### config.mk
export PLATFORM = sky130hd
export DESIGN_NAME = evt_crc_passthru
export DESIGN_NICKNAME = d
export VERILOG_FILES = /design/src/rtl/evt_crc_pkg.sv /design/src/rtl/evt_crc_lane.sv /design/src/rtl/evt_crc_merge.sv /design/src/rtl/evt_crc_regs.sv /design/src/rtl/evt_crc_passthru.sv
export SDC_FILE = /design/constraint.sdc
export NUM_CORES = 1
export LEC_CHECK = 0
export ABC_AREA = 0
export BUFFER_PORTS_ARGS = -buffer_cell sky130_fd_sc_hd__buf_2
export CORE_AREA = 2 2 157 159
export DETAILED_ROUTE_END_ITERATION = 16
export DIE_AREA = 0 0 159 161
export HOLD_SLACK_MARGIN = 0.1
export SETUP_SLACK_MARGIN = 0.05
export SYNTH_ARGS = -nofsm -noshare
export SYNTH_HDL_FRONTEND = slang
export SYNTH_SLANG_ARGS = --single-unit
### constraint.sdc
create_clock -name clk -period 5.6 [get_ports clk]
set_input_delay 0.56 -clock clk [delete_from_list [all_inputs] [get_ports clk]]
set_output_delay 0.56 -clock clk [all_outputs]
set_load 0.01 [all_outputs]
### src/rtl/evt_crc_pkg.sv
package evt_crc_pkg;
  localparam int WORD_W = 32;
  localparam int CRC_W  = 16;
  localparam logic [CRC_W-1:0] CRC_POLY = 16'h1021;
  localparam logic [CRC_W-1:0] CRC_SEED = 16'hFFFF;

  typedef struct packed {
    logic [WORD_W-1:0] data;
    logic              sop;
    logic              eop;
  } beat_t;

  // Advance the running check value by one word, most significant bit first.
  function automatic logic [CRC_W-1:0] crc_advance(input logic [CRC_W-1:0] c_in,
                                                   input logic [WORD_W-1:0] w);
    logic [CRC_W-1:0] c;
    logic fb;
    c = c_in;
    for (int b = WORD_W - 1; b >= 0; b--) begin
      fb = c[CRC_W-1] ^ w[b];
      c  = {c[CRC_W-2:0], 1'b0};
      if (fb) c = c ^ CRC_POLY;
    end
    return c;
  endfunction
endpackage

### src/rtl/evt_crc_lane.sv
module evt_crc_lane
  import evt_crc_pkg::*;
#(
  parameter int CNT_W = 16
) (
  input  logic             clk,
  input  logic             rst_n,
  input  logic             fire,
  input  beat_t            beat,
  input  logic             clr,
  output logic             err_now,
  output logic             sticky_q,
  output logic [CNT_W-1:0] cnt_q
);
  localparam logic [CNT_W-1:0] CNT_MAX = {CNT_W{1'b1}};

  logic             open_q, open_d;
  logic [CRC_W-1:0] crc_q, crc_d;

  // Event tracking and the pass/fail decision on the accepted word.
  always_comb begin
    err_now = 1'b0;
    open_d  = open_q;
    crc_d   = crc_q;
    if (fire) begin
      if (beat.sop && beat.eop) begin
        err_now = 1'b1;
        open_d  = 1'b0;
        crc_d   = CRC_SEED;
      end else if (beat.sop) begin
        err_now = open_q;
        open_d  = 1'b1;
        crc_d   = crc_advance(CRC_SEED, beat.data);
      end else if (beat.eop) begin
        err_now = !open_q || (beat.data[CRC_W-1:0] != crc_q);
        open_d  = 1'b0;
        crc_d   = CRC_SEED;
      end else if (open_q) begin
        crc_d = crc_advance(crc_q, beat.data);
      end
    end
  end

  always_ff @(posedge clk) begin
    if (!rst_n) begin
      open_q <= 1'b0;
      crc_q  <= CRC_SEED;
    end else begin
      open_q <= open_d;
      crc_q  <= crc_d;
    end
  end

  // Saturating counter and sticky flag; clear has priority.
  always_ff @(posedge clk) begin
    if (!rst_n) begin
      cnt_q    <= '0;
      sticky_q <= 1'b0;
    end else if (clr) begin
      cnt_q    <= '0;
      sticky_q <= 1'b0;
    end else if (err_now) begin
      sticky_q <= 1'b1;
      if (cnt_q != CNT_MAX) cnt_q <= cnt_q + 1'b1;
    end
  end

  p_idle_quiet_r4: assert property (@(posedge clk) disable iff (!rst_n)
    !fire |-> !err_now);
  p_empty_event_r8: assert property (@(posedge clk) disable iff (!rst_n)
    fire && beat.sop && beat.eop |-> err_now);
  p_count_step_r5: assert property (@(posedge clk) disable iff (!rst_n)
    err_now && !clr && cnt_q != CNT_MAX |=> cnt_q == CNT_W'($past(cnt_q) + 1'b1));
  p_no_overflow_r5: assert property (@(posedge clk) disable iff (!rst_n)
    cnt_q == CNT_MAX && !clr |=> cnt_q == CNT_MAX);
  p_flag_set_r6: assert property (@(posedge clk) disable iff (!rst_n)
    err_now && !clr |=> sticky_q);
  p_flag_hold_r6: assert property (@(posedge clk) disable iff (!rst_n)
    sticky_q && !clr |=> sticky_q);
  p_clear_r7: assert property (@(posedge clk) disable iff (!rst_n)
    clr |=> cnt_q == '0 && !sticky_q);
endmodule

### src/rtl/evt_crc_merge.sv
module evt_crc_merge
  import evt_crc_pkg::*;
#(
  parameter int NUM_IN = 2,
  parameter int SEL_W  = 1
) (
  input  logic [SEL_W-1:0]  sel,
  input  logic [NUM_IN-1:0] in_valid,
  input  beat_t [NUM_IN-1:0] in_beat,
  output logic [NUM_IN-1:0] in_ready,
  input  logic              out_ready,
  output logic              out_valid,
  output beat_t             out_beat,
  output logic [NUM_IN-1:0] fire
);
  always_comb begin
    out_valid = 1'b0;
    out_beat  = '0;
    for (int i = 0; i < NUM_IN; i++) begin
      if (sel == SEL_W'(i)) begin
        in_ready[i] = out_ready;
        out_valid   = in_valid[i];
        out_beat    = in_beat[i];
      end else begin
        in_ready[i] = 1'b1;
      end
    end
    fire = in_valid & in_ready;
  end
endmodule

### src/rtl/evt_crc_regs.sv
module evt_crc_regs
  import evt_crc_pkg::*;
#(
  parameter int NUM_IN = 2,
  parameter int CNT_W  = 16,
  parameter int SEL_W  = 1,
  parameter int ADDR_W = 2
) (
  input  logic                          clk,
  input  logic                          rst_n,
  input  logic [ADDR_W-1:0]             reg_addr,
  input  logic                          reg_we,
  input  logic [WORD_W-1:0]             reg_wdata,
  input  logic [NUM_IN-1:0]             sticky,
  input  logic [NUM_IN-1:0][CNT_W-1:0]  cnt,
  output logic [SEL_W-1:0]              sel_q,
  output logic [NUM_IN-1:0]             clr,
  output logic [WORD_W-1:0]             reg_rdata
);
  localparam logic [ADDR_W-1:0] A_SEL  = ADDR_W'(0);
  localparam logic [ADDR_W-1:0] A_FLAG = ADDR_W'(1);

  logic sel_ok;
  assign sel_ok = reg_wdata < WORD_W'(NUM_IN);
  assign clr    = (reg_we && reg_addr == A_FLAG) ? reg_wdata[NUM_IN-1:0] : '0;

  always_ff @(posedge clk) begin
    if (!rst_n)                                   sel_q <= '0;
    else if (reg_we && reg_addr == A_SEL && sel_ok) sel_q <= reg_wdata[SEL_W-1:0];
  end

  always_comb begin
    reg_rdata = '0;
    if (reg_addr == A_SEL) reg_rdata[SEL_W-1:0] = sel_q;
    else if (reg_addr == A_FLAG) reg_rdata[NUM_IN-1:0] = sticky;
    for (int i = 0; i < NUM_IN; i++)
      if (reg_addr == ADDR_W'(i + 2)) reg_rdata = WORD_W'(cnt[i]);
  end

  p_sel_legal_r11: assert property (@(posedge clk) disable iff (!rst_n)
    32'(sel_q) < NUM_IN);
  p_sel_write_r11: assert property (@(posedge clk) disable iff (!rst_n)
    reg_we && reg_addr == A_SEL && sel_ok |=> sel_q == $past(reg_wdata[SEL_W-1:0]));
endmodule

### src/rtl/evt_crc_passthru.sv
module evt_crc_passthru
  import evt_crc_pkg::*;
#(
  parameter int NUM_IN = 2,
  parameter int CNT_W  = 16,
  localparam int SEL_W  = (NUM_IN > 1) ? $clog2(NUM_IN) : 1,
  localparam int ADDR_W = $clog2(NUM_IN + 2)
) (
  input  logic                           clk,
  input  logic                           rst_n,
  input  logic [NUM_IN-1:0]              in_valid,
  output logic [NUM_IN-1:0]              in_ready,
  input  logic [NUM_IN-1:0][WORD_W-1:0]  in_data,
  input  logic [NUM_IN-1:0]              in_sop,
  input  logic [NUM_IN-1:0]              in_eop,
  output logic                           out_valid,
  input  logic                           out_ready,
  output logic [WORD_W-1:0]              out_data,
  output logic                           out_sop,
  output logic                           out_eop,
  input  logic [ADDR_W-1:0]              reg_addr,
  input  logic                           reg_we,
  input  logic [WORD_W-1:0]              reg_wdata,
  output logic [WORD_W-1:0]              reg_rdata,
  output logic [NUM_IN-1:0]              crc_err,
  output logic [NUM_IN-1:0]              err_flag
);
  beat_t [NUM_IN-1:0]             beats;
  beat_t                          out_beat;
  logic  [NUM_IN-1:0]             fire;
  logic  [NUM_IN-1:0]             clr;
  logic  [SEL_W-1:0]              sel;
  logic  [NUM_IN-1:0][CNT_W-1:0]  cnt;

  always_comb
    for (int i = 0; i < NUM_IN; i++) beats[i] = '{data: in_data[i], sop: in_sop[i], eop: in_eop[i]};

  evt_crc_merge #(.NUM_IN(NUM_IN), .SEL_W(SEL_W)) u_merge (
    .sel(sel), .in_valid(in_valid), .in_beat(beats), .in_ready(in_ready),
    .out_ready(out_ready), .out_valid(out_valid), .out_beat(out_beat), .fire(fire)
  );

  assign out_data = out_beat.data;
  assign out_sop  = out_beat.sop;
  assign out_eop  = out_beat.eop;

  for (genvar g = 0; g < NUM_IN; g++) begin : g_lane
    evt_crc_lane #(.CNT_W(CNT_W)) u_lane (
      .clk(clk), .rst_n(rst_n), .fire(fire[g]), .beat(beats[g]), .clr(clr[g]),
      .err_now(crc_err[g]), .sticky_q(err_flag[g]), .cnt_q(cnt[g])
    );
  end

  evt_crc_regs #(.NUM_IN(NUM_IN), .CNT_W(CNT_W), .SEL_W(SEL_W), .ADDR_W(ADDR_W)) u_regs (
    .clk(clk), .rst_n(rst_n), .reg_addr(reg_addr), .reg_we(reg_we), .reg_wdata(reg_wdata),
    .sticky(err_flag), .cnt(cnt), .sel_q(sel), .clr(clr), .reg_rdata(reg_rdata)
  );
endmodule

**Word level (Yosys, flattened, before mapping)**

Cells that the tools add are included.

- Output and inout port bits: 73
- Bits of input ports: 108
- Register bits: 69
- Logic and storage cells: 951

- Mux-type cells: 656
- Magnitude comparators: 1
- Eq/ne operators: 7
- Reductions and logical operators: 22
- Add/subtract/negate cells: 2
- Bitwise operators: 254

Operators with widths:

| operator | count |
|---|---|
| $mux W16 | 506 |
| $mux W13 | 128 |
| $not A3 Y3 | 126 |
| $xor A1 B1 Y1 | 126 |
| $mux W34 | 1 |
| $add A16 B1 Y16 const B | 2 |
| $lt A32 B2 Y1 const B | 1 |
| $ne A16 B16 Y1 | 2 |
| $ne A16 B16 Y1 const B | 2 |
| $mux W1 | 19 |
| $reduce_and A2 Y1 | 6 |
| $reduce_bool A4 Y1 | 2 |
| $reduce_bool A3 Y1 | 2 |
| $logic_and A1 B1 Y1 | 5 |
| $eq A2 B2 Y1 const B | 2 |
| $mux W2 | 2 |
| $reduce_or A2 Y1 | 2 |
| $and A2 B2 Y2 | 1 |
| $eq A2 B1 Y1 const B | 1 |
| $logic_not A1 Y1 | 2 |
| $logic_not A2 Y1 | 1 |
| $logic_or A1 B1 Y1 | 2 |
| $not A1 Y1 | 1 |

**Longest topological paths before layout**

- Depth after elaboration: 223
- Mapped depth: 10
- Gate-level depth less buffers: 8

**Modules after synthesis**

From an unflattened synthesis, not the netlist that was laid out.

- Cells, all modules: 881
- Area total of the unflattened synthesis: 8693.3 sq um

Modules (own cells, without submodules):

| module | cells an instance | times used | seq. area each (sq um) | area an instance (sq um) |
|---|---|---|---|---|
| evt_crc_lane at g_lane[1].u_lane | 391 | 1 | 680.7 | 3867.5 |
| evt_crc_lane at g_lane[0].u_lane | 376 | 1 | 680.7 | 3701.0 |
| evt_crc_merge | 43 | 1 | 0.0 | 576.8 |
| evt_crc_regs | 71 | 1 | 20.0 | 548.0 |

**Worst setup path after synthesis**

Ideal clock, no wire load.

- Path kind: input to register
- Start: input port in_data[27] (netlist name)
- End: register g_lane[0].u_lane.crc_q[5]
- Stages on the path: 9
- Library setup time: 0.118 ns
- Arrival time: 3.102 ns
- Required time: 5.482 ns
- Path buffers: 1
- Setup slack: 2.380 ns
- Path through: buf_2 -> xnor3_2 -> xnor3_1 -> xnor3_2 -> xnor3_2 -> xnor2_4 -> xnor3_1 -> o221ai_1 -> nand2_1

- Longest elaborated chain between the ends: 167
- Elaborated cells on any way between the ends: 318
- Classes of those cells: 276 x mux; 42 x bitwise

Ends and longest elaborated chain:

| item | RTL line | text |
|---|---|---|
| from (decl) | evt_crc_passthru.sv:13 | `input logic [NUM_IN-1:0][WORD_W-1:0] in_data,` |
| $xor A1 B1 Y1 | evt_crc_pkg.sv:20 | `fb = c[CRC_W-1] ^ w[b];` |
| $mux W13 | evt_crc_pkg.sv:22 | `if (fb) c = c ^ CRC_POLY;` |
| $mux W16 | evt_crc_lane.sv:38 | `end else if (open_q) begin` |
| $mux W16 | evt_crc_lane.sv:34 | `end else if (beat.eop) begin` |
| $mux W16 | evt_crc_lane.sv:30 | `end else if (beat.sop) begin` |
| $mux W16 | evt_crc_lane.sv:26 | `if (beat.sop && beat.eop) begin` |
| $mux W16 | evt_crc_lane.sv:25 | `if (fire) begin` |
| $mux W13 | evt_crc_pkg.sv:22 |  |
| [151 not listed] | -- |  |
| $mux W16 | evt_crc_lane.sv:26 |  |
| $mux W16 | evt_crc_lane.sv:25 |  |
| $not A3 Y3 (no source line) or $xor A1 B1 Y1 (tied branches) | -- |  |
| $mux W13 | evt_crc_pkg.sv:22 |  |
| $mux W16 | evt_crc_lane.sv:38 |  |
| $mux W16 | evt_crc_lane.sv:34 |  |
| $mux W16 (*) | evt_crc_lane.sv:30 |  |
| $mux W16 (*) | evt_crc_lane.sv:26 |  |
| to (signal assigned) | evt_crc_lane.sv:50 | `crc_q <= crc_d;` |
| to (decl) | evt_crc_lane.sv:18 | `logic [CRC_W-1:0] crc_q, crc_d;` |

Mark *: on every way between the ends. The rest lies on a longest branch, timed or not. The select of a mux whose other input is x is not followed.
A chain may end at the register's enable or synchronous reset.

**Final worst setup path**

- Start: register g_lane[1].u_lane.crc_q[13]
- End: register g_lane[1].u_lane.crc_q[13]

- Longest elaborated chain between the ends: 191
- Elaborated cells on any way between the ends: 206
- Classes of those cells: 188 x mux; 18 x bitwise

Ends and longest elaborated chain:

| item | RTL line |
|---|---|
| from (decl) | evt_crc_lane.sv:18 |
| from (signal assigned) | evt_crc_lane.sv:50 |
| $mux W16 (*) | evt_crc_lane.sv:38 |
| $mux W16 (*) | evt_crc_lane.sv:34 |
| $mux W16 (*) | evt_crc_lane.sv:30 |
| $mux W16 (*) | evt_crc_lane.sv:26 |
| $mux W16 (*) | evt_crc_lane.sv:25 |
| $mux W16 (*) | evt_crc_lane.sv:38 |
| $mux W16 (*) | evt_crc_lane.sv:34 |
| $mux W16 (*) | evt_crc_lane.sv:30 |
| [175 not listed] | -- |
| $mux W16 (*) | evt_crc_lane.sv:34 |
| $mux W16 (*) | evt_crc_lane.sv:30 |
| $mux W16 (*) | evt_crc_lane.sv:26 |
| $mux W16 (*) | evt_crc_lane.sv:25 |
| $mux W16 (*) | evt_crc_lane.sv:38 |
| $mux W16 (*) | evt_crc_lane.sv:34 |
| $mux W16 (*) | evt_crc_lane.sv:30 |
| $mux W16 (*) | evt_crc_lane.sv:26 |

Marks and branches as above.

==> qor.csv <==
stage;metric;value;unit
status;status;finished, final reports clean;
placement;io_buffer_count;164;
floorplan;core_area;0.0240;mm2
final_layout;drive_gt1_frac;0.240;
synthesis;synth_top_family_by_area;XOR/XNOR gates;
timing;slew_headroom;0.336;
global_route;grt.total_usage;0.201;
hold_path;hp-class;flip-flop to flip-flop;
synthesis;ys_seq_area_frac;0.168;
power_and_ir_drop;irDropWorstVdd;0.703;mV
drt;vias;6645;
timing;rsz0062_at_grt;false;
critical_path;cp_top_family;XOR/XNOR gates;
synthesis;ys_seq_elements;69;
synthesis;async_flop_share;0;
critical_path;path_buf_inv;0;
cts;root_buffer;clkbuf_16;
critical_path;slowest_stage;xnor3_2;
placement;dpl_worst_slack;2060;ps
synthesis;synth_cells;863;
placement;gp_congestion;0.957;
floorplan;die-area;0.0256;mm2
timing;timing.final.crit_share;0.581;
power_and_ir_drop;power_leakage;4.07;nW
power_and_ir_drop;power_density;904;mW/mm2
cts;htreeDepth;3;
timing;setup_ws;2340;ps
critical_path;crit_arrival;3450;ps
synthesis;synth_area_per_cell;9.54;um2
final_layout;stdcell_area;0.00956;mm2
drt;antenna_left;0;
final_layout;seqCellArea;0.00138;mm2
cts;cts-resized-gates;0;
timing;min_period;3260;ps
drt;drt_iter0_drc;522;
final_layout;final_cells;1323;
critical_path;crit_chain;xor2_1, xnor3_2, xnor3_1, xnor2_2, xnor3_1, xnor2_2, xnor2_1, a21oi_1;
drt;drt-pass1-iter-count;5;
critical_path;cp_max_fo;4;
critical_path;reg2reg_slack;2340;ps
timing;slew_viol_final;0;
cts;cts_buffers;9;
drt;wl_per_cell;19.6;um
final_layout;fin_util;0.399;
critical_path;critPathLaunchType;flip-flop;
cts;cts_sinks;69;
synthesis;synthFlopType;dfxtp_1;
floorplan;die_w;159;um
final_layout;layout.cells.most_common;xnor2_1;
critical_path;path_class;flip-flop to flip-flop;
synthesis;muxShareOfSynthArea;0.0762;
final_layout;final_cell_mix;xnor2_1, buf_2, xor2_1, dfxtp_1;
timing;finClkSkew;10.1;ps
drt;drc;0;
synthesis;netlist_area;0.00823;mm2
timing;hold_viol;0;
drt;wl;25.9;mm
global_route;grt_max_degree;41;
cts;clk_pin_slew;60;ps
synthesis;yosys_warnings;0;
global_route;grt_pass1_vias;6534;
timing;fin_hold_ws;497;ps
synthesis;synth-edff-count;0;
synthesis;ys_types;56;
timing;tns;0;ps
floorplan;num_rows;57;
critical_path;worst_setup_path_end_kind;flip-flop;
cts;cts_hold_buf;0;
final_layout;syn2layout_area_growth;16.1;%
placement;post_dp_cell_area;0.00922;mm2
run;max_cap_viol_count;0;
timing;setup_viol;0;
drt;via_per_inst;5.02;
floorplan;start_util;0.343;
synthesis;synth-compound-area-share;0.0734;
synthesis;yosys.area_share.adder;0.00304;
final_layout;nFillCells;2436;
synthesis;synth_xor_area_frac;0.525;
global_route;overflow;0;
cts;clock_latency;340;ps
final_layout;multi_input_area;0.00657;mm2
timing;tightest_slew;995;ps
floorplan;ios;181;
cts;postCtsSetupRepairBufs;0;
timing;max_freq;307;MHz
floorplan;die_y;161;um
critical_path;crit_path_max_incr_delay;570;ps
cts;cts_tree;done;
placement;post-dp-hpwl;21.0;mm
power_and_ir_drop;finalPower;8.64;mW
global_route;grt_antenna_before_repair;1;
final_layout;fin_nets;1103;
synthesis;synth-simple-area-share;0.113;
global_route;grt_pass1_wl;39.4;mm
critical_path;worst_ep_required_time;5800;ps
placement;dp_cells;1306;
cts;clk_path_buf_depth;2;
-- sequential cells by signal, summed over array words and instances, names as in the netlist --
signal / flops
g_lane.u_lane.sticky_q: 2
g_lane.u_lane.open_q: 2
g_lane.u_lane.cnt_q: 32
u_regs.sel_q: 1
g_lane.u_lane.crc_q: 32
-- cell families after synthesis --
family                     after synthesis
AOI/OAI and AO/OA                      100
buffers and inverters                   68
other                                    1
and+or+nand+nor                        185
DFF                                     69
muxes                                   57
adders and majority gates                2
xor gates and xnor gates               381
-- Yosys cell counts (5+ instances only) --
cell type	number	area [um2]
nand2_1	32	120
or3_1	5	31.3
o21ai_0	12	60.1
o22ai_1	8	50.1
o21ai_1	9	45.0
nand4_1	14	87.6
buf_1	8	30.0
nor2_1	47	176
buf_4	20	150
clkbuf_1	31	116
nand3_1	23	115
dfxtp_1	69	1380
nor4_1	11	68.8
xnor2_2	7	114
nor2b_1	17	106
xnor3_1	47	1060
a21oi_1	42	210
and3_1	17	106
mux2_2	35	394
inv_1	5	18.8
mux2i_1	21	210
xor2_1	99	867
xnor3_2	5	119
xor3_1	9	214
xnor2_1	209	1830
nor3_1	6	30.0
-- report_power, final --
group / internal, mW / switching (mW)
logic: 3.85 / 3.49
registers: 0.556 / 0.101
clock network: 0.405 / 0.236
-- layout make-up --
cell class / instances / area share
multi-input cells: 741 / 0.688
flip-flops and latches: 69 / 0.145
repair buffers: 167 / 0.0883
well taps: 324 / 0.0424
clock buffers: 10 / 0.0250
clock inverters: 6 / 0.00982
inverters: 5 / 0.00196
diodes: 1 / 0.000262
-- worst min-delay path, cell delays in order, from the launching register on --
cell,delay [ps]
dfxtp_1,320
o21ai_0,70
a21oi_1,60
-- path summary, 6_finish.rpt --
path / depth (start not counted) / end / startpoint
worst max-delay path: 8 / g_lane[1].u_lane.crc_q[13]$_SDFFE_PN1P_ / g_lane[1].u_lane.crc_q[13]$_SDFFE_PN1P_
worst min-delay path: 2 / g_lane[1].u_lane.cnt_q[9]$_SDFFE_PP0P_ / g_lane[1].u_lane.cnt_q[9]$_SDFFE_PP0P_
worst max register to register: 8 / g_lane[1].u_lane.crc_q[13]$_SDFFE_PN1P_ / g_lane[1].u_lane.crc_q[13]$_SDFFE_PN1P_
worst min register to register: 2 / g_lane[1].u_lane.cnt_q[9]$_SDFFE_PP0P_ / g_lane[1].u_lane.cnt_q[9]$_SDFFE_PP0P_
-- metal layers --
metal	GRT usage	wire length, um	vias to the layer above	part of all wire
met5	0	0	-	0
met1	0.273	11800	3157	0.45
li1	-	-	3170	-
met2	0.322	11800	283	0.46
met3	0.0455	1790	35	0.069
met4	0.0570	541	0	0.021
(Power assumes the default switching activity.)
